**src/rtl/vidreg_pkg.sv**
```systemverilog
package vidreg_pkg;
  localparam int unsigned AW     = 6;
  localparam int unsigned DW     = 8;
  localparam int unsigned NSRC   = 4;
  localparam int unsigned DEPTH  = 1 << AW;

  localparam logic [AW-1:0] A_CTRL   = 6'h11;
  localparam logic [AW-1:0] A_RASTER = 6'h12;
  localparam logic [AW-1:0] A_LPX    = 6'h13;
  localparam logic [AW-1:0] A_LPY    = 6'h14;
  localparam logic [AW-1:0] A_FLAG   = 6'h19;
  localparam logic [AW-1:0] A_MASK   = 6'h1A;
  localparam logic [AW-1:0] A_NIBBLE = 6'h20;
  localparam logic [AW-1:0] A_ALLONE = 6'h2F;
endpackage

```
**src/rtl/vidreg_store.sv**
```systemverilog
module vidreg_store
  import vidreg_pkg::*;
#(
  parameter int unsigned DEPTH_P = DEPTH,
  parameter int unsigned DW_P    = DW,
  localparam int unsigned AW_L   = $clog2(DEPTH_P)
) (
  input  logic              clk_i,
  input  logic              rst_ni,
  input  logic              we_i,
  input  logic [AW_L-1:0]   addr_i,
  input  logic [DW_P-1:0]   wdata_i,
  output logic [DW_P-1:0]   rdata_o
);
  logic [DW_P-1:0] mem_q [DEPTH_P];

  for (genvar i = 0; i < DEPTH_P; i++) begin : g_ent
    always_ff @(posedge clk_i or negedge rst_ni) begin
      if (!rst_ni)                                 mem_q[i] <= '0;
      else if (we_i && addr_i == AW_L'(i))         mem_q[i] <= wdata_i;
    end
  end

  assign rdata_o = mem_q[addr_i];
endmodule

```
**src/rtl/vidreg_irq.sv**
```systemverilog
module vidreg_irq
  import vidreg_pkg::*;
#(
  parameter int unsigned NSRC_P = NSRC
) (
  input  logic              clk_i,
  input  logic              rst_ni,
  input  logic [NSRC_P-1:0] src_i,
  input  logic              clr_we_i,
  input  logic              mask_we_i,
  input  logic [NSRC_P-1:0] wbits_i,
  output logic [NSRC_P-1:0] flags_o,
  output logic [NSRC_P-1:0] mask_o,
  output logic              irq_o
);
  logic [NSRC_P-1:0] flags_q, flags_d, mask_q, mask_d, clr;
  logic              irq_q;

  assign clr     = clr_we_i ? wbits_i : '0;
  assign flags_d = (flags_q & ~clr) | src_i;   // source wins over clear
  assign mask_d  = mask_we_i ? wbits_i : mask_q;

  always_ff @(posedge clk_i or negedge rst_ni) begin
    if (!rst_ni) begin
      flags_q <= '0;
      mask_q  <= '0;
      irq_q   <= 1'b0;
    end else begin
      flags_q <= flags_d;
      mask_q  <= mask_d;
      irq_q   <= |(flags_d & mask_d);
    end
  end

  assign flags_o = flags_q;
  assign mask_o  = mask_q;
  assign irq_o   = irq_q;

  AST_SRC_SETS: assert property (@(posedge clk_i) disable iff (!rst_ni)
    (src_i != '0) |=> ((flags_q & $past(src_i)) == $past(src_i)));
  AST_W1C_CLEARS: assert property (@(posedge clk_i) disable iff (!rst_ni)
    (clr_we_i && src_i == '0) |=> ((flags_q & $past(wbits_i)) == '0));
  AST_FLAG_HOLD: assert property (@(posedge clk_i) disable iff (!rst_ni)
    (!clr_we_i && src_i == '0) |=> $stable(flags_q));
  AST_IRQ_TRACK: assert property (@(posedge clk_i) disable iff (!rst_ni)
    irq_q == |(flags_q & mask_q));
  AST_NO_MASK_QUIET: assert property (@(posedge clk_i) disable iff (!rst_ni)
    (mask_q == '0) |-> !irq_q);
endmodule

```
**src/rtl/vidreg_rdmux.sv**
```systemverilog
module vidreg_rdmux
  import vidreg_pkg::*;
(
  input  logic            rd_i,
  input  logic [AW-1:0]   addr_i,
  input  logic [DW-1:0]   stored_i,
  input  logic [8:0]      raster_i,
  input  logic [DW-1:0]   lp_x_i,
  input  logic [DW-1:0]   lp_y_i,
  input  logic [NSRC-1:0] flags_i,
  input  logic [NSRC-1:0] mask_i,
  input  logic            irq_i,
  output logic [DW-1:0]   rdata_o
);
  logic [DW-1:0] val;

  always_comb begin
    unique case (addr_i)
      A_CTRL:   val = {raster_i[8], stored_i[6:0]};
      A_RASTER: val = raster_i[7:0];
      A_LPX:    val = lp_x_i;
      A_LPY:    val = lp_y_i;
      A_FLAG:   val = {irq_i, 3'b111, flags_i};
      A_MASK:   val = {4'hF, mask_i};
      default: begin
        if (addr_i < A_NIBBLE)      val = stored_i;
        else if (addr_i < A_ALLONE) val = stored_i | 8'hF0;
        else                        val = 8'hFF;
      end
    endcase
  end

  assign rdata_o = rd_i ? val : '0;
endmodule

```
**src/rtl/vidreg_unit.sv**
```systemverilog
module vidreg_unit
  import vidreg_pkg::*;
#(
  parameter int unsigned ADDR_W = 8
) (
  input  logic              clk_i,
  input  logic              rst_ni,
  input  logic [ADDR_W-1:0] addr_i,
  input  logic [7:0]        wdata_i,
  input  logic              wr_i,
  input  logic              rd_i,
  input  logic [8:0]        raster_i,
  input  logic [7:0]        lp_x_i,
  input  logic [7:0]        lp_y_i,
  input  logic [3:0]        src_i,
  output logic [7:0]        rdata_o,
  output logic              irq_o
);
  logic [AW-1:0]   a;
  logic            unused_hi;
  logic [DW-1:0]   stored;
  logic [NSRC-1:0] flags, mask;
  logic            irq;

  assign a         = addr_i[AW-1:0];   // 64-byte window repeats
  assign unused_hi = ^addr_i[ADDR_W-1:AW];

  vidreg_store #(.DEPTH_P(DEPTH), .DW_P(DW)) u_store (
    .clk_i, .rst_ni,
    .we_i   (wr_i),
    .addr_i (a),
    .wdata_i,
    .rdata_o(stored)
  );

  vidreg_irq #(.NSRC_P(NSRC)) u_irq (
    .clk_i, .rst_ni,
    .src_i,
    .clr_we_i (wr_i && a == A_FLAG),
    .mask_we_i(wr_i && a == A_MASK),
    .wbits_i  (wdata_i[NSRC-1:0]),
    .flags_o  (flags),
    .mask_o   (mask),
    .irq_o    (irq)
  );

  vidreg_rdmux u_rdmux (
    .rd_i,
    .addr_i  (a),
    .stored_i(stored),
    .raster_i,
    .lp_x_i,
    .lp_y_i,
    .flags_i (flags),
    .mask_i  (mask),
    .irq_i   (irq),
    .rdata_o
  );

  assign irq_o = irq;

  AST_RD_IDLE_ZERO: assert property (@(posedge clk_i) disable iff (!rst_ni)
    !rd_i |-> (rdata_o == 8'h00));
endmodule

```
**config.mk**
```make
export PLATFORM = sky130hd
export DESIGN_NAME = vidreg_unit
export DESIGN_NICKNAME = d
export VERILOG_FILES = /design/src/rtl/vidreg_pkg.sv /design/src/rtl/vidreg_store.sv /design/src/rtl/vidreg_irq.sv /design/src/rtl/vidreg_rdmux.sv /design/src/rtl/vidreg_unit.sv
export SDC_FILE = /design/constraint.sdc
export NUM_CORES = 1
export LEC_CHECK = 0
export BUFFER_PORTS_ARGS = -buffer_cell sky130_fd_sc_hd__buf_4
export CAP_MARGIN = 10
export CORE_MARGIN = 2
export CORE_UTILIZATION = 30
export DETAILED_ROUTE_END_ITERATION = 8
export GPL_TIMING_DRIVEN = 1
export PLACE_DENSITY = 0.52
export RECOVER_POWER = 100
export SLEW_MARGIN = 20
export SYNTH_ARGS = -nofsm -noshare
export SYNTH_HDL_FRONTEND = slang
export SYNTH_HIERARCHICAL = 1
export SYNTH_SLANG_ARGS = --single-unit
export TNS_END_PERCENT = 100
```
**constraint.sdc**
```tcl
create_clock -name clk_i -period 3.6 [get_ports clk_i]
set_clock_uncertainty 0.05 [all_clocks]
set_input_delay 0.54 -clock clk_i [delete_from_list [all_inputs] [get_ports clk_i]]
set_output_delay 0.54 -clock clk_i [all_outputs]
set_load 0.01 [all_outputs]
```
Word level (Yosys, flattened, before mapping)

Index checks and enable logic that the tools add are counted.

Register bits: 521
Input port bits: 49
Output and inout port bits: 9

Magnitude comparators: 3
Equal/unequal tests: 63
Mux-type cells: 9
Bitwise operators: 5
Reduce and logical (&&, ||, !) cells: 66

Operators with widths:

| operator           | number |
|---|---|
| $eq 6x6->1 const B | 32 |
| $eq 6x5->1 const B | 16 |
| $logic_and 1x1->1  | 64 |
| $bmux 8 s6         | 1 |
| $eq 6x4->1 const B | 8 |
| $pmux 8 s6         | 1 |
| $mux 8             | 4 |
| $eq 6x3->1 const B | 4 |
| $eq 6x2->1 const B | 2 |
| $lt 6x6->1 const B | 2 |
| $mux 4             | 3 |
| $and 4x4->4        | 2 |
| $ge 7x7->1 const B | 1 |
| $not 6->7          | 1 |
| $eq 6x1->1 const B | 1 |
| $logic_not 6->1    | 1 |
| $not 4->4          | 1 |
| $or 4x4->4         | 1 |
| $reduce_or 4->1    | 1 |

Logic depth before layout (Yosys ltp)

Word-level depth: 8
Gate-level depth with buffers: 12
Mapped depth without buffers: 9

Cells and area by module

The synthesis kept the hierarchy.

By module, submodules not included:

| module       | times used | cells each | area an instance (um^2) | seq. area each (um^2) |
|---|---|---|---|---|
| vidreg_store | 1          | 1473       | 23172.2                 | 12812.3 |
| vidreg_rdmux | 1          | 81         | 590.6                   | 0.0 |
| vidreg_irq   | 1          | 26         | 362.8                   | 225.2 |
| vidreg_unit  | 1          | 5          | 57.6                    | 0.0 |

Worst setup path after synthesis

Ideal clock, no wire load.

Path type: input to output
Start point: input addr_i[1]
End point: output rdata_o[5]
Arrival: 3.138 ns
Data required time: 3.010 ns
Setup slack: -0.128 ns
Stages on the path: 12
Buffers on the path: 3
Cells stage by stage: clkbuf_1 buf_2 clkbuf_1 mux4_2 a22oi_1 a21oi_1 or4_1 mux2_2 or3_1 o21ai_0 nand2_1 o211a_1

Longest elaborated chain between the ends: 7

Ends and longest elaborated chain:

| item                                        | RTL line           | RTL |
|---|---|---|
| start: declaration                          | vidreg_unit.sv:8   | `input logic [ADDR_W-1:0] addr_i,` |
| $not 6->7 (implied by the code) *           | vidreg_store.sv:24 | `assign rdata_o = mem_q[addr_i];` |
| $bmux 8 s6 *                                | vidreg_store.sv:24 |  |
| $mux 8 (implied by the code) * (2 in a row) | vidreg_store.sv:24 |  |
| via stored[5]                               | vidreg_unit.sv:21  | `logic [DW-1:0] stored;` |
| $mux 8                                      | vidreg_rdmux.sv:26 | `if (addr_i < A_NIBBLE) val = stored_i;` |
| $pmux 8 s6 *                                | vidreg_rdmux.sv:18 | `unique case (addr_i)` |
| $mux 8 *                                    | vidreg_rdmux.sv:33 | `assign rdata_o = rd_i ? val : '0;` |
| end: declaration                            | vidreg_unit.sv:16  | `output logic [7:0] rdata_o,` |

The timed path passes the listed nets; every way through them passes the cells marked *. The select of a mux whose other input is x is not followed.

Worst setup path after layout

Start point: register u_store/mem_q[141] (netlist bit)
End point: output rdata_o[5]

Longest elaborated chain between the ends: 6

Ends and longest elaborated chain:

| item                                        | RTL line           | RTL |
|---|---|---|
| start: declaration                          | vidreg_store.sv:15 | `logic [DW_P-1:0] mem_q [DEPTH_P];` |
| start signal: indexed assignment            | vidreg_store.sv:20 | `else if (we_i && addr_i == AW_L'(i)) mem_q[i] <= wdata_i;` |
| $bmux 8 s6 *                                | vidreg_store.sv:24 |  |
| $mux 8 (implied by the code) * (2 in a row) | vidreg_store.sv:24 |  |
| via stored[5]                               | vidreg_unit.sv:21  |  |
| $mux 8                                      | vidreg_rdmux.sv:26 |  |
| $pmux 8 s6 *                                | vidreg_rdmux.sv:18 |  |
| $mux 8 *                                    | vidreg_rdmux.sv:33 |  |

Marked as above.

==> flow_metrics.env <==
export IMPL_viasPerCell=5.140
export IMPL_dp_cells=2718
export IMPL_cellLeakagePower_uw=0.01303
export IMPL_overflow=0
export IMPL_antenna_found_initial=0
export IMPL_tightest_slew_ps=2831
export IMPL_seq_area_frac_synth=0.5391
export IMPL_ys_ff_latch=521
export IMPL_regArea_um2=13040
export IMPL_met2_usage=0.2517
export IMPL_io_pins=58
export IMPL_clk_insertion_delay_late_ps=600
export IMPL_clockBufferDepth=3
export IMPL_antenna_left=0
export IMPL_wl_per_cell_um=22.70
export IMPL_placed_area_um2=26660
export IMPL_syn_avg_cell_area_um2=15.26
export IMPL_min_period_ps=3955
export IMPL_drv_slew=102
export IMPL_synthArstFlopShare=1.000
export IMPL_routabilityCongestion=0.8383
export IMPL_setup_slack_ps=-355.4
export IMPL_hold_viol=0
export IMPL_port_buffers=55
export IMPL_dr_pass1_iters=5
export IMPL_clk_pin_slew_ps=60
export IMPL_fin_cells=2837
export IMPL_status="complete, but fails checks"
export IMPL_synth_edf_count=0
export IMPL_final_nets=1778
export IMPL_post_route_period_util=1.099
export IMPL_peakVddDrop_mv=0.3804
export IMPL_hold_path_class="input port to flip-flop"
export IMPL_multiInputGateArea_um2=10940
export IMPL_initial_core_util=0.3017
export IMPL_required_ps=3010
export IMPL_design_die_area_um2=82900
export IMPL_synth_ff_type="dfrtp_1"
export IMPL_grt_busiest_layer="met2"
export IMPL_synth_nets=1634
export IMPL_areaGrowthSynthToFinish_pct=20.40
export IMPL_p_per_area_nw_per_um2=523.7
export IMPL_numCtsBuffers=56
export IMPL_num_vias=14582
export IMPL_grt_use_met1=0.2229
export IMPL_die_height_um=287.9
export IMPL_syn_cell_area_um2=24180
export IMPL_power_uw=15250
export IMPL_first_global_vias=15471
export IMPL_post_route_util=0.3632
export IMPL_drt_iter0_markers=967
export IMPL_slew_headroom=-0.8873
export IMPL_synthCells=1585
export IMPL_rows=104
export IMPL_ff2ff_path_depth=3
export IMPL_worstPathArrival_ps=3370
export IMPL_routed_wirelength_um=64410
export IMPL_final_area_um2=29120
export IMPL_start_kind="flip-flop"
export IMPL_grt_usage=0.1563
export IMPL_grt_max_degree=102
export IMPL_failed_checks="capacitance limit, slew limit, setup timing"
export IMPL_core_um2=80160
export IMPL_clockRootBuffer="clkbuf_16"
export IMPL_drive_above_1_share=0.5448
export IMPL_yosys_warnings=6
export IMPL_drc=0
export IMPL_cp_end_kind="output pin"
export IMPL_met3_usage=0.02100
export IMPL_setup_viol=6
export IMPL_path_max_fanout=2
export IMPL_cts_sinks=521
export IMPL_rsz0062_at_grt="true"
export IMPL_tritoncts="yes"
export IMPL_htreeDepth=2
export IMPL_fillers=7667
export IMPL_finalSetupTns_ps=-1432
export IMPL_dieWidth_um=287.9
export IMPL_drv_cap=1
export IMPL_grt_first_pass_wirelength_um=99040
export IMPL_crit_type="flip-flop to output pin"
export IMPL_holdPathStages=2
export IMPL_hpwlAfterDp_um=41690
export IMPL_timing_fmax_mhz=252.8
export IMPL_synth_cell_type_count=61
-- cells in the final DEF (no fill, tap or decap), types with 6 or more instances in the layout --
master and n:
clkbuf_1 36, bufinv_16 8, o21ai_2 6, clkinv_2 10, buf_6 20, dfrtp_1 521
nor2_1 14, mux2_1 65, a22oi_1 27, a21oi_2 21, or4_4 8, nand2_1 47
mux2_2 451, buf_4 129, a22oi_2 37, mux4_2 128, nor2_2 22, clkbuf_8 13
nand2b_1 9, clkbuf_4 7, nand3_1 9, buf_12 13, a21oi_1 15, clkbuf_16 57
-- synthesized netlist by cell type, types with 5 or more instances --
cell	instances	area, µm²
o21ai_1	5	25.02
a22oi_1	64	480.5
buf_1	16	60.06
mux2i_1	5	50.05
nand2b_1	9	56.30
nand2_1	47	176.4
nor2_1	15	56.30
mux4_2	128	2883
mux2_1	62	698.2
dfrtp_1	521	13040
o21ai_0	6	30.03
a21oi_1	38	190.2
nand3_1	9	45.04
or4_1	8	60.06
a21boi_1	5	37.54
nor2_2	21	131.4
buf_6	6	67.56
buf_2	15	75.07
clkbuf_1	79	296.5
mux2_2	456	5135
-- cells by family (layout without fill, tap and decap cells) --
logic type / count (synthesis) / after routing / share of synthesized area
AOI/OAI and AO/OA: 143 / 143 / 0.04041
buffers and inverters: 122 / 312 / 0.02220
DFF: 521 / 521 / 0.5391
muxes: 651 / 651 / 0.3625
other: 0 / 2 / 0
and+or+nand+nor: 148 / 148 / 0.03580
-- final timing paths --
path                                 endpoint  slack (ps)               start
min in group asynchronous  u_store/mem_q[446]        1290              rst_ni
hold reg to reg            u_store/mem_q[259]         430  u_store/mem_q[259]
setup / recovery                   rdata_o[5]        -360  u_store/mem_q[141]
setup reg to reg                  u_irq/irq_o        2530     u_irq/mask_o[2]
max in group asynchronous  u_store/mem_q[285]         340              rst_ni
hold / removal               u_irq/flags_o[0]         100            src_i[0]
-- critical path, cell delays in order (launching register included) --
cell and delay, ps:
dfrtp_1 380, mux4_2 480, a22oi_2 210, a21oi_1 110
or4_4 570, mux2_4 280, or3_1 310, o21ai_1 80
nand2_1 60, o211a_1 140, buf_6 120
-- through the flow --
| step | hold slack, ps | worst slack [ps] |
|---|---|---|
| floorplan | 194.4 | 12.54 |
| global placement | 411.6 | -668.0 |
| detailed placement | 420.5 | -627.9 |
| CTS | 55.56 | -400.5 |
| global route | 80.74 | -512.2 |
| finish | 102.1 | -355.4 |
-- registers in the layout, indices dropped and copies added (netlist names) --
| register | cells |
|---|---|
| u_irq/mask_o | 4 |
| u_irq/flags_o | 4 |
| u_irq/irq_o | 1 |
| u_store/mem_q | 512 |
-- where the power goes --
part	switching, µW	internal, µW
clock network	2420	3710
logic	909	1200
registers	381	6630
total	3710	11500
-- repair_timing --
action                                  CTS  global route
endpoints found under the hold margin    24             0
pin swaps                                36            15
endpoints found under the setup margin    8             8
gates resized for setup                  92            22
gates cloned                              2             1
hold buffers                              1             0
setup buffers                             4             7
-- cell type report --
cell class                      count  area share
Antenna cell                        2   0.0001719
Clock inverter                     25     0.01229
Tap cell                         1060     0.04555
Clock buffer                       79     0.05557
Inverter                            2   0.0002578
Multi-Input combinational cell    942      0.3756
Timing Repair Buffer              206     0.06274
Sequential cell                   521      0.4478
-- metal layers --
| metal | vias to the layer above | wire length (µm) |
|---|---|---|
| met5 | - | 0 |
| li1 | 6295 | - |
| met2 | 278 | 30420 |
| met1 | 7921 | 29860 |
| met4 | 0 | 1458 |
| met3 | 88 | 2675 |
Power figures use the tool's default switching activity.
